$ cat src/rtl/rxq_pkg.sv
package rxq_pkg;
    localparam int RXQ_DW = 16;

    typedef struct packed {
        logic [RXQ_DW-1:0] data;
        logic              drive;
        logic              valid;
        logic              start;
        logic              sof;
        logic              eop;
        logic              odd;
    } rxq_out_t;
endpackage

$ cat src/rtl/rxq_cell_pos.sv
module rxq_cell_pos #(
    parameter int CELL_BYTES = 53
) (
    input  logic clk,
    input  logic rst_n,
    input  logic adv,
    input  logic wide,
    output logic first
);
    localparam int PW = $clog2(CELL_BYTES);
    localparam logic [PW-1:0] WIDE_LAST   = PW'((CELL_BYTES + 1) / 2 - 1);
    localparam logic [PW-1:0] NARROW_LAST = PW'(CELL_BYTES - 1);

    logic [PW-1:0] pos_d, pos_q;
    logic [PW-1:0] last_pos;

    always_comb begin
        last_pos = wide ? WIDE_LAST : NARROW_LAST;
        first    = (pos_q == '0);
        pos_d    = pos_q;
        if (adv) begin
            pos_d = (pos_q >= last_pos) ? '0 : pos_q + 1'b1;
        end
    end

    always_ff @(posedge clk) begin
        if (!rst_n) pos_q <= '0;
        else        pos_q <= pos_d;
    end


    pos_bound_chk: assert property (@(posedge clk) disable iff (!rst_n)
        pos_q <= NARROW_LAST);


    cell_wrap_chk: assert property (@(posedge clk) disable iff (!rst_n)
        (adv && pos_q == last_pos) |=> first);
endmodule

$ cat src/rtl/rxq_pkt_pos.sv
module rxq_pkt_pos #(
    parameter int CHUNK_WORDS = 32
) (
    input  logic clk,
    input  logic rst_n,
    input  logic adv,
    input  logic last,
    output logic pkt_first,
    output logic chunk_first
);
    localparam int CW = (CHUNK_WORDS > 1) ? $clog2(CHUNK_WORDS) : 1;
    localparam logic [CW-1:0] CHUNK_LAST = CW'(CHUNK_WORDS - 1);

    typedef struct packed {
        logic          mid;
        logic [CW-1:0] chk;
    } pkt_st_t;

    pkt_st_t st_d, st_q;
    logic [CW-1:0] base;

    always_comb begin
        pkt_first   = !st_q.mid;
        base        = pkt_first ? '0 : st_q.chk;
        chunk_first = (base == '0);
        st_d        = st_q;
        if (adv) begin
            st_d.mid = !last;
            st_d.chk = (base == CHUNK_LAST) ? '0 : base + 1'b1;
        end
    end

    always_ff @(posedge clk) begin
        if (!rst_n) st_q <= '0;
        else        st_q <= st_d;
    end


    chunk_bound_chk: assert property (@(posedge clk) disable iff (!rst_n)
        st_q.chk <= CHUNK_LAST);


    pkt_restart_chk: assert property (@(posedge clk) disable iff (!rst_n)
        (adv && last) |=> pkt_first);
endmodule

$ cat src/rtl/rxq_drain_port.sv
module rxq_drain_port
    import rxq_pkg::*;
#(
    parameter int CELL_BYTES  = 53,
    parameter int CHUNK_WORDS = 32
) (
    input  logic              clk,
    input  logic              rst_n,
    input  logic              cfg_pkt,
    input  logic              cfg_chunk,
    input  logic              cfg_wide,
    input  logic              oe_n,
    input  logic              fifo_empty,
    input  logic [RXQ_DW-1:0] fifo_word,
    input  logic              fifo_eop,
    input  logic              fifo_odd,
    output logic              fifo_pop,
    output logic [RXQ_DW-1:0] bus_data,
    output logic              bus_drive,
    output logic              bus_valid,
    output logic              bus_start,
    output logic              bus_sof,
    output logic              bus_eop,
    output logic              bus_odd
);
    rxq_out_t out_d, out_q;
    logic     cell_first, pkt_first, chunk_first;
    logic     cell_adv, pkt_adv;

    assign cell_adv = fifo_pop && !cfg_pkt;
    assign pkt_adv  = fifo_pop &&  cfg_pkt;

    rxq_cell_pos #(.CELL_BYTES(CELL_BYTES)) u_cell (
        .clk   (clk),
        .rst_n (rst_n),
        .adv   (cell_adv),
        .wide  (cfg_wide),
        .first (cell_first)
    );

    rxq_pkt_pos #(.CHUNK_WORDS(CHUNK_WORDS)) u_pkt (
        .clk         (clk),
        .rst_n       (rst_n),
        .adv         (pkt_adv),
        .last        (fifo_eop),
        .pkt_first   (pkt_first),
        .chunk_first (chunk_first)
    );

    always_comb begin
        fifo_pop    = !oe_n && !fifo_empty;
        out_d       = out_q;
        out_d.drive = !oe_n;
        out_d.valid = fifo_pop;
        out_d.start = 1'b0;
        out_d.sof   = 1'b0;
        out_d.eop   = 1'b0;
        out_d.odd   = 1'b0;
        if (fifo_pop) begin
            out_d.data = cfg_wide ? fifo_word
                                  : {{(RXQ_DW-8){1'b0}}, fifo_word[7:0]};
            if (!cfg_pkt) begin
                out_d.start = cell_first;
            end else begin
                if (cfg_chunk) begin
                    out_d.start = chunk_first;
                    out_d.sof   = pkt_first;
                end else begin
                    out_d.start = pkt_first;
                end
                out_d.eop = fifo_eop;
                out_d.odd = fifo_eop && fifo_odd;
            end
        end
    end

    always_ff @(posedge clk) begin
        if (!rst_n) out_q <= '0;
        else        out_q <= out_d;
    end

    assign bus_data  = out_q.data;
    assign bus_drive = out_q.drive;
    assign bus_valid = out_q.valid;
    assign bus_start = out_q.start;
    assign bus_sof   = out_q.sof;
    assign bus_eop   = out_q.eop;
    assign bus_odd   = out_q.odd;


    pop_to_valid_chk: assert property (@(posedge clk) disable iff (!rst_n)
        fifo_pop |=> bus_valid);


    idle_hold_chk: assert property (@(posedge clk) disable iff (!rst_n)
        !fifo_pop |=> (!bus_valid && $stable(bus_data)));


    tristate_quiet_chk: assert property (@(posedge clk) disable iff (!rst_n)
        !bus_drive |-> !bus_valid);


    odd_needs_eop_chk: assert property (@(posedge clk) disable iff (!rst_n)
        bus_odd |-> bus_eop);


    sof_is_chunk_chk: assert property (@(posedge clk) disable iff (!rst_n)
        bus_sof |-> bus_start);
endmodule

$ cat config.mk
export PLATFORM = sky130hd
export DESIGN_NAME = rxq_drain_port
export DESIGN_NICKNAME = d
export VERILOG_FILES = /design/src/rtl/rxq_pkg.sv /design/src/rtl/rxq_cell_pos.sv /design/src/rtl/rxq_pkt_pos.sv /design/src/rtl/rxq_drain_port.sv
export SDC_FILE = /design/constraint.sdc
export NUM_CORES = 1
export LEC_CHECK = 0
export ABC_AREA = 1
export BUFFER_PORTS_ARGS = -buffer_cell sky130_fd_sc_hd__buf_2
export CORE_ASPECT_RATIO = 1.4
export CORE_UTILIZATION = 25
export DETAILED_ROUTE_END_ITERATION = 12
export PLACE_DENSITY_LB_ADDON = 0.08
export SYNTH_ARGS = -nofsm -noshare
export SYNTH_HDL_FRONTEND = slang
export SYNTH_HIERARCHICAL = 1
export SYNTH_SLANG_ARGS = --single-unit
export TNS_END_PERCENT = 10
$ cat constraint.sdc
create_clock -name clk -period 1.8 [get_ports clk]
set_input_delay 0.36 -clock clk [delete_from_list [all_inputs] [get_ports clk]]
set_output_delay 0.36 -clock clk [all_outputs]
set_load 0.01 [all_outputs]
Word-level counts from Yosys, hierarchy flattened. Index checks and enable logic that the tools add are counted.

Flip-flop bits (word level): 34. Input bits: 25. Output and inout bits: 23. Logic and storage cells: 35.

Add/sub/neg operators: 2. Magnitude comparators: 1. Eq/ne operators: 1. Multiplexer cells: 7. Reductions and logical operators: 14.

Operator list (count): $mux W16 (1); $mux W6 (2); $mux W5 (2); $add A6 B1 Y6 const B (1); $ge A6 B6 Y1 (1); $logic_not A6 Y1 (1); $add A5 B1 Y5 const B (1); $eq A5 B5 Y1 const B (1); $logic_not A1 Y1 (5); $logic_not A5 Y1 (1); $logic_and A1 B1 Y1 (4); $reduce_and A4 Y1 (1); $reduce_and A3 Y1 (1); $mux W1 (2); $reduce_and A2 Y1 (1).

Logic depth before layout (Yosys ltp). Gate-level depths: netlist (run 1).

Depth in word-level cells: 4. Mapped depth: 10. Mapped depth without buffers: 9.

By module. The synthesis (run 1) kept the hierarchy.

By module, submodules not included: rxq_drain_port (instances 1, cells each 105, area each 818.3 sq um); rxq_cell_pos (instances 1, cells each 57, area each 406.6 sq um); rxq_pkt_pos (instances 1, cells each 48, area each 342.8 sq um).

Least setup slack after synthesis (run 1). OpenSTA, ideal clock, no wires.

Path type: input port to flip-flop. Start: input fifo_empty. End: register u_cell.pos_q[5]. Library setup time: 62 ps. Data arrival time: 1362 ps. Path slack: 377 ps. Stages on the path: 10. Path buffers: 1. Cell sequence: inv_1 > nand2_4 > buf_6 > nor2_1 > nand2_2 > nor2_2 > nand3_1 > nand2_1 > nand2_1 > nor2_2.

Word-level cells in the longest chain between the ends: 3.

RTL lines: from (decl) (RTL line rxq_drain_port.sv:13) `input logic fifo_empty,`; $logic_not A1 Y1 (RTL line rxq_drain_port.sv:51) `fifo_pop = !oe_n && !fifo_empty;`; $logic_and A1 B1 Y1 (RTL line rxq_drain_port.sv:51); $logic_and A1 B1 Y1 (RTL line rxq_drain_port.sv:30) `assign cell_adv = fifo_pop && !cfg_pkt;`; via cell_adv (RTL line rxq_drain_port.sv:28) `logic cell_adv, pkt_adv;`; to (signal assigned) (RTL line rxq_cell_pos.sv:28) `else pos_q <= pos_d;`; to (decl) (RTL line rxq_cell_pos.sv:14) `logic [PW-1:0] pos_d, pos_q;`.

The timed path passes the listed nets, and every way through them passes these cells. A chain may end at the register's enable or synchronous reset.

Worst setup path after layout (run 1).
Start: register u_pkt/st_q[5] in the netlist's numbering. End: register u_pkt/st_q[4] in the netlist's numbering.

Word-level cells in the longest chain between the ends: 3. Elaborated cells between the ends (all ways): 4. Classes of those cells: add/sub: 1; eq/ne: 1; mux: 2.

RTL lines: from (decl) (RTL line rxq_pkt_pos.sv:19) `pkt_st_t st_d, st_q;`; from (signal assigned) (RTL line rxq_pkt_pos.sv:35) `else st_q <= st_d;`; $mux W5 (*) (RTL line rxq_pkt_pos.sv:24) `base = pkt_first ? '0 : st_q.chk;`; $add A5 B1 Y5 / $eq A5 B5 Y1 (equally long branches) (RTL line rxq_pkt_pos.sv:29) `st_d.chk = (base == CHUNK_LAST) ? '0 : base + 1'b1;`; $mux W5 (*) (RTL line rxq_pkt_pos.sv:29).

Mark *: on every way between the ends. The rest lies on a longest branch, timed or not.

==> run_results.csv, run 1 <==
group,metric,value,unit
outcome,status,"finished clean",
clock_tree,clock_path_buffers,2,
drt,dr.pass1.iters,4,
clock_tree,clkTransAtPathRegs,0.07,ns
global_route,grt_use_total,13.0,%
setup_path,crit_path_end_kind,"flip-flop",
final_layout,synthToLayoutAreaGrowth,28.3,%
sta,fin_skew,0.00224,ns
synthesis,synthDistinctLibCells,25,
final_layout,multi_input_area,754,µm²
sta,hold_ws,0.292,ns
hold_path,hold_path.class,"in2reg",
synthesis,synth-edff-count,0,
placed_design,place_area,1900,µm²
global_route,grt_pass1_wl,6310,µm
floorplan,die_h,95.7,µm
clock_tree,cts_tree,"built",
floorplan,die_area,6600,µm²
drt,wl_per_cell,11.1,µm
synthesis,synthArstFlopShare,0,%
placed_design,gp_congestion,0.694,
clock_tree,clkSinkCount,34,
global_route,first_global_vias,1420,
drt,drc,0,
floorplan,start_util,26.4,%
power_and_ir_drop,power_frac_clock,40.7,%
final_layout,final_cells,336,
setup_path,critPathMaxFanout,4,
floorplan,die_w,68.9,µm
placed_design,place_ws,0.234,ns
run,cap_violations,0,
placed_design,numPortBuffers,47,
sta,hold_viol,0,
synthesis,syn_area,1570,µm²
power_and_ir_drop,powerDensity,815,nW/µm²
sta,maxSlewViolCount,0,
power_and_ir_drop,total_leakage_power,0.00106,µW
synthesis,yosys_most_used_dff,"dfxtp_1",
sta,clock.fmax,664,MHz
setup_path,path_class,"reg2reg",
hold_path,worstHoldPathCells,3,
global_route,antenna_found_initial,0,
clock_tree,cts_root_buffer,"clkbuf_8",
power_and_ir_drop,peakVddDrop,294,µV
final_layout,largest_reg_flops,16,
final_layout,drive_gt1_share,28.6,%
sta,final.period_utilization,83.7,%
clock_tree,post_cts_buffers,0,
power_and_ir_drop,switching_share,24.2,%
setup_path,reg2reg_from,"u_pkt/st_q[5]",
synthesis,synthCells,210,
sta,tightestPinTransition,0.287,ns
synthesis,ys_seq_area_share,43.4,%
floorplan,core-area,5950,µm²
sta,min_period,1.51,ns
sta,rsz0062_at_grt,"false",
drt,drtIter0Drc,36,
global_route,grt_max_degree,17,
synthesis,yosys-top-cells-area,"dfxtp_1 (43%), nand2_1 (10%), nor2_1 (9.3%)",
final_layout,fillers,682,
setup_path,rr_worst_depth,8,
setup_path,cp_data_required_time,1.98,ns
sta,final-setup-viol-count,0,
final_layout,nets,299,
synthesis,synth_top_area_share,43.4,%
hold_path,hold_path_startpoint,"fifo_odd",
synthesis,synth_area_leader_cell,"dfxtp_1",
sta,setup_tns,0,ns
clock_tree,postCtsResizedCells,0,
floorplan,ios,48,
final_layout,final_common_cell,"buf_2",
floorplan,rows,33,
synthesis,avgSynthCellArea,7.47,µm²
final_layout,register_area,681,µm²
drt,ant_nets,0,
setup_path,start_kind,"flip-flop",
hold_path,hold_end,"bus_odd",
sta,fin_ws,0.293,ns
clock_tree,clock_latency,0.28,ns
power_and_ir_drop,p_comb_share,10.7,%
clock_tree,hold_buffers,0,
power_and_ir_drop,p_sw,397,µW
global_route,grt_overflow,0,
final_layout,antenna_cells,0,
placed_design,dp.cells,328,
drt,wirelength,3720,µm
final_layout,final_area,2010,µm²
clock_tree,cts_buffers,5,
setup_path,r2r-end,"u_pkt/st_q[4]",
setup_path,crit_arrival,1.68,ns
final_layout,layout_common_cells,"buf_2 (47), nand2_1 (42), nor2_1 (39), dfxtp_1 (34), inv_1 (22)",
power_and_ir_drop,power.internal,1240,µW
placed_design,dp_hpwl,2840,µm
synthesis,yosysWarnings,6,
sta,maxSlewHeadroom,80.8,%
power_and_ir_drop,seqPwrFrac,48.6,%
clock_tree,htree_num_levels,2,
drt,num_vias,1438,
synthesis,syn-num-nets,244,
drt,avgViaCountPerCell,4.28,
synthesis,ys_ff_latch,34,
setup_path,reg2reg_slack,0.29,ns
-- area by class of cell --
class / instances / area share [%]
clock buffer: 8 / 5.48
tap: 70 / 4.36
inverter: 24 / 4.48
timing repair buffer: 54 / 14.3
multi-input combinational: 146 / 37.5
sequential: 34 / 33.9
-- Yosys cell counts, types with 2 or more instances --
| library cell | count |
|---|---|
| nand4_1 | 2 |
| xor2_1 | 2 |
| nand2_2 | 2 |
| nor2_1 | 39 |
| nand2_1 | 42 |
| buf_6 | 2 |
| o21ai_0 | 20 |
| nor2_2 | 3 |
| dfxtp_1 | 34 |
| a21oi_1 | 3 |
| inv_2 | 2 |
| inv_1 | 22 |
| nor3_1 | 2 |
| nand2_4 | 3 |
| nand3_1 | 14 |
| ha_1 | 9 |
-- cells by family (layout without fill, tap and decap cells) --
kind of cell / after synthesis / in the layout / share of synthesized area (%)
and+or+nand+nor: 109 / 109 / 30.8
xor gates and xnor gates: 3 / 3 / 1.68
AOI/OAI and AO/OA: 25 / 25 / 8.46
DFF: 34 / 34 / 43.4
buffers and inverters: 30 / 86 / 8.46
adders and majority gates: 9 / 9 / 7.18
-- routing by layer --
metal | share of wire [%] | vias to the layer above | GRT usage [%]
met5 | 0 | - | 0
met4 | 2.5 | 0 | 6.46
met3 | 3.5 | 8 | 3.20
met2 | 53 | 28 | 22.7
met1 | 41 | 632 | 14.0
li1 | - | 770 | -
-- critical path, cell delays in order, from the launching register on --
cell	delay (ns)
dfxtp_1	0.41
nand2_4	0.09
inv_1	0.08
ha_1	0.17
inv_1	0.06
nor3_1	0.19
ha_1	0.25
nor2_1	0.11
nor2_1	0.05
-- through the flow --
stage	total power (µW)	util, %
final	1640	33.8
after floorplan	909	-
after global placement	995	32.0
after CTS	1670	33.8
after global routing	1720	33.8
after detailed placement	994	32.0
-- power by group through the flow --
stage	Clock (µW)	Combinational (µW)	Sequential (µW)
after CTS	692	181	796
after global placement	0	181	814
after detailed placement	0	180	814
after floorplan	0	87.7	822
after global routing	714	205	800
final	667	175	796
-- how the worst max path moves through the flow --
stage	start	to	slack (ns)	cells past startpoint
floorplan	fifo_empty	u_cell/pos_q[5]	0.38	10
global placement	cfg_wide	u_cell/pos_q[3]	0.25	10
detailed placement	cfg_wide	u_cell/pos_q[3]	0.23	10
CTS	u_pkt/st_q[5]	u_pkt/st_q[4]	0.28	8
global route	u_pkt/st_q[5]	u_pkt/st_q[4]	0.09	8
finish	u_pkt/st_q[5]	u_pkt/st_q[4]	0.29	8
Note: power is estimated with default switching activity, not from simulation.
==> inputs of run 2 (changes only) <==
- clock period: 1.8 -> 1.3 ns (I/O delays scaled with it)
==> run_results.csv, run 2 (synthesized netlist as in run 1, its figures left out) <==
group,metric,value,unit
floorplan,core-area,5950,µm²
floorplan,die_area,6600,µm²
outcome,status,"finished, violations left",
setup_path,reg2reg_from,"u_pkt/st_q[5]",
drt,avgViaCountPerCell,4.31,
global_route,grt_overflow,0,
setup_path,critPathMaxFanout,6,
floorplan,die_h,95.7,µm
sta,hold_viol,0,
placed_design,numPortBuffers,47,
sta,rsz0062_at_grt,"true",
clock_tree,cts_buffers,5,
sta,min_period,1.31,ns
run,cap_violations,0,
sta,fin_skew,0.00773,ns
power_and_ir_drop,peakVddDrop,582,µV
placed_design,gp_congestion,0.757,
clock_tree,cts_root_buffer,"clkbuf_8",
final_layout,nets,317,
drt,drtIter0Drc,32,
floorplan,die_w,68.9,µm
sta,final.period_utilization,101,%
setup_path,crit_arrival,1.53,ns
clock_tree,clock_path_buffers,2,
drt,wl_per_cell,10.8,µm
final_layout,layout_common_cells,"buf_2 (47), nand2_1 (40), nor2_1 (38), dfxtp_1 (32), buf_4 (25)",
sta,final-setup-viol-count,3,
sta,tightestPinTransition,0.260,ns
final_layout,utilization,36.7,%
global_route,antenna_found_initial,0,
clock_tree,clkTransAtPathRegs,0.07,ns
hold_path,hold_path.class,"in2reg",
drt,drc,0,
setup_path,start_kind,"flip-flop",
global_route,first_global_vias,1346,
drt,num_vias,1526,
global_route,grt_use_total,12.5,%
clock_tree,htree_num_levels,2,
sta,maxSlewHeadroom,82.6,%
sta,setup_tns,-0.0280,ns
outcome,violations,"negative setup slack",
final_layout,antenna_cells,0,
floorplan,start_util,26.4,%
floorplan,rows,33,
placed_design,place_area,2040,µm²
global_route,grt_pass1_wl,5980,µm
sta,maxSlewViolCount,0,
power_and_ir_drop,total_leakage_power,0.00114,µW
drt,wirelength,3830,µm
placed_design,dp_hpwl,2980,µm
sta,fin_ws,-0.0134,ns
setup_path,cp_data_required_time,1.51,ns
setup_path,r2r-end,"u_pkt/st_q[2]",
global_route,grt_max_degree,16,
setup_path,startpoint,"u_pkt/st_q[5]",
final_layout,synthToLayoutAreaGrowth,39.0,%
placed_design,place_ws,-0.0916,ns
drt,ant_nets,0,
clock_tree,clock_latency,0.29,ns
final_layout,drive_gt1_share,37.7,%
power_and_ir_drop,powerDensity,983,nW/µm²
setup_path,path_class,"reg2reg",
drt,dr.pass1.iters,4,
setup_path,reg2reg_slack,-0.01,ns
final_layout,final_area,2180,µm²
setup_path,crit_end,"u_pkt/st_q[2]",
final_layout,fillers,656,
clock_tree,clkSinkCount,34,
final_layout,final_common_cell,"buf_2",
final_layout,largest_reg_flops,16,
setup_path,crit_path_end_kind,"flip-flop",
floorplan,ios,48,
sta,clock.fmax,761,MHz
setup_path,rr_worst_depth,9,
power_and_ir_drop,fin_total_pwr,2140,µW
clock_tree,cts_tree,"built",
[run 2: cell count changes in the layout (fill, tap and decap cells not counted), sizes merged]
cell | before | now
buf | 54 | 72
clkbuf | 8 | 6
clkinv | 0 | 2
[run 2: worst min path at each step]
stage | startpoint | endpoint | cells after the start
floorplan | oe_n | bus_drive | 1
finish | fifo_eop | u_pkt/st_q[5] | 2
CTS | fifo_eop | u_pkt/st_q[5] | 2
global route | fifo_eop | u_pkt/st_q[5] | 2
detailed placement | bus_data[8] | bus_data[8] | 2
global placement | bus_data[12] | bus_data[12] | 2
[run 2: what timing repair did]
item                                    CTS  global route
gates resized for setup                   2            12
setup buffers                             0             1
endpoints found under the setup margin    4             9
hold buffers                              0             0
pin swaps                                 0             6
[run 2: routing by layer]
metal	up-vias	GRT usage, %	wire length [µm]
met4	0	5.61	57
met2	33	21.3	1980
met1	682	14.0	1640
met3	5	3.55	149
met5	-	0	0
li1	806	-	-
[run 2: through the flow]
step,cells,hold WS (ns)
3_5_place_dp,345,0.471
2_1_floorplan,210,0.332
3_3_place_gp,345,0.465
4_1_cts,353,0.166
6_report,354,0.176
5_1_grt,354,0.183
[run 2: area by class of cell]
cell class / count / area [µm²] / area share, %
clock buffer: 6 / 72.6 / 3.33
inverter: 24 / 92.6 / 4.25
timing repair buffer: 72 / 423 / 19.4
clock inverter: 2 / 13.8 / 0.631
tap: 70 / 87.6 / 4.02
multi-input combinational: 146 / 805 / 36.9
sequential: 34 / 686 / 31.5
[run 2: critical path: stages, from the launching register on]
cell     delay [ns]
dfxtp_4        0.38
nand2_4        0.08
inv_4          0.04
ha_4           0.15
inv_2          0.05
nor3_2         0.04
ha_2           0.19
nor2_4         0.11
nand3_2        0.07
a21oi_1        0.13
[run 2: report_power, final]
| group | switching (µW) | internal, µW | leakage, µW | total [µW] |
|---|---|---|---|---|
| registers | 22.2 | 1080 | 0.000279 | 1100 |
| clock network | 394 | 378 | 0.0000452 | 772 |
| logic | 149 | 119 | 0.000813 | 268 |
==> inputs of run 3 (changes only) <==
- CORE_MARGIN: default -> 1.5
==> run_results.csv, run 3 (synthesized netlist as in run 1, its figures left out) <==
group,metric,value,unit
setup_path,critPathTopFamily,"flip-flops",
clock_tree,hold_buffers,0,
global_route,grt_use_total,12.0,%
drt,avgViaCountPerCell,4.23,
final_layout,antenna_cells,0,
power_and_ir_drop,total_leakage_power,0.00113,µW
floorplan,die_h,96.7,µm
sta,final.period_utilization,99.4,%
drt,num_vias,1502,
placed_design,gp_congestion,0.767,
final_layout,layout_common_cells,"buf_2 (47), nand2_1 (40), nor2_1 (37), dfxtp_1 (32), buf_4 (24)",
power_and_ir_drop,peakVddDrop,395,µV
setup_path,slowest_stage,"dfxtp_4",
final_layout,drive_gt1_share,37.1,%
floorplan,die_w,69.9,µm
global_route,antenna_found_initial,0,
clock_tree,clock_path_buffers,2,
floorplan,start_util,25.6,%
setup_path,path_class,"reg2reg",
drt,dr.pass1.iters,4,
sta,maxSlewViolCount,0,
drt,drtIter0Drc,45,
placed_design,dp_hpwl,3060,µm
setup_path,path_cells,"nand2_4, inv_2, ha_4, inv_2, nor3_2, ha_1, nor2_2, nand3_1, a21oi_1",
sta,rsz0062_at_grt,"true",
power_and_ir_drop,fin_total_pwr,2170,µW
drt,wirelength,3860,µm
sta,fin_skew,0.00758,ns
setup_path,critPathMaxFanout,4,
drt,ant_nets,0,
setup_path,start_kind,"flip-flop",
hold_path,hold_path_startpoint,"fifo_eop",
clock_tree,clkSinkCount,34,
setup_path,cp_slowest_stage_delay,0.36,ns
drt,wl_per_cell,10.9,µm
setup_path,reg2reg_slack,0.008,ns
power_and_ir_drop,seqPwrFrac,50.7,%
global_route,grt_pass1_wl,6480,µm
power_and_ir_drop,p_sw,547,µW
final_layout,nets,316,
power_and_ir_drop,powerDensity,1000,nW/µm²
placed_design,place_area,2040,µm²
clock_tree,cts_buffers,5,
sta,min_period,1.29,ns
global_route,grt_overflow,0,
setup_path,startpoint,"u_pkt/st_q[5]",
floorplan,rows,34,
sta,tightestPinTransition,0.278,ns
sta,clock.fmax,774,MHz
setup_path,crit_arrival,1.50,ns
final_layout,final_common_cell,"buf_2",
sta,final-setup-viol-count,0,
power_and_ir_drop,p_comb_share,12.3,%
sta,maxSlewHeadroom,81.4,%
floorplan,core-area,6130,µm²
clock_tree,cts_tree,"built",
clock_tree,clkTransAtPathRegs,0.07,ns
power_and_ir_drop,power_frac_clock,37.0,%
clock_tree,clock_latency,0.29,ns
final_layout,synthToLayoutAreaGrowth,38.5,%
placed_design,dp.cells,347,
drt,drc,0,
clock_tree,cts_root_buffer,"clkbuf_8",
power_and_ir_drop,switching_share,25.2,%
hold_path,hold_path.class,"in2reg",
global_route,first_global_vias,1437,
final_layout,largest_reg_flops,16,
setup_path,crit_path_end_kind,"flip-flop",
setup_path,cp_data_required_time,1.51,ns
placed_design,numPortBuffers,47,
final_layout,final_cells,355,
setup_path,path_buf_inv,2,
clock_tree,htree_num_levels,2,
outcome,status,"finished clean",
global_route,grt_max_degree,12,
run,cap_violations,0,
setup_path,crit_top_cell,"inv_2",
setup_path,reg2reg_from,"u_pkt/st_q[5]",
floorplan,die_area,6760,µm²
floorplan,ios,48,
power_and_ir_drop,power.internal,1630,µW
final_layout,final_area,2170,µm²
sta,hold_viol,0,
run 3: metal layers:
metal | part of all wire [%] | wire (µm) | global-route usage (%) | vias to the layer above
li1 | - | - | - | 804
met2 | 54 | 2070 | 22.1 | 19
met3 | 2.5 | 97 | 2.60 | 6
met5 | 0 | 0 | 0 | -
met1 | 42 | 1620 | 13.0 | 673
met4 | 1.9 | 74 | 4.88 | 0
run 3: stage by stage:
stage	setup WS [ns]	util (%)	hold WS, ns	setup TNS [ns]
after CTS	-0.0156	34.9	0.175	-0.0156
after floorplan	-0.0152	-	0.332	-0.0195
final	0.00828	35.5	0.175	0
after global placement	-0.0689	33.4	0.462	-0.272
after detailed placement	-0.0693	33.4	0.468	-0.397
after global routing	-0.115	35.5	0.182	-0.253
run 3: worst paths after layout:
kind                         to  cells past startpoint
setup reg to reg  u_pkt/st_q[2]                      9
setup / recovery  u_pkt/st_q[2]                      9
hold reg to reg    bus_data[10]                      2
hold / removal    u_pkt/st_q[5]                      2
run 3: power groups by stage:
stage | combinational (µW) | clock, µW | sequential, µW
after CTS | 273 | 831 | 1100
after detailed placement | 271 | 0 | 1130
final | 268 | 804 | 1100
after floorplan | 124 | 0 | 1140
after global routing | 304 | 880 | 1110
after global placement | 272 | 0 | 1130
run 3: layout make-up:
class | instances | area, µm²
Clock buffer | 7 | 86.3
Clock inverter | 1 | 5.00
Fill cell | 689 | 3950
Inverter | 24 | 90.1
Multi-Input combinational cell | 146 | 800
Sequential cell | 34 | 686
Tap cell | 72 | 90.1
Timing Repair Buffer | 71 | 415
run 3: what timing repair did:
item,CTS,global route
pin swaps,1,4
gates resized for setup,3,7
setup buffers,0,0
endpoints found under the hold margin,0,0
setup endpoints to repair,4,10
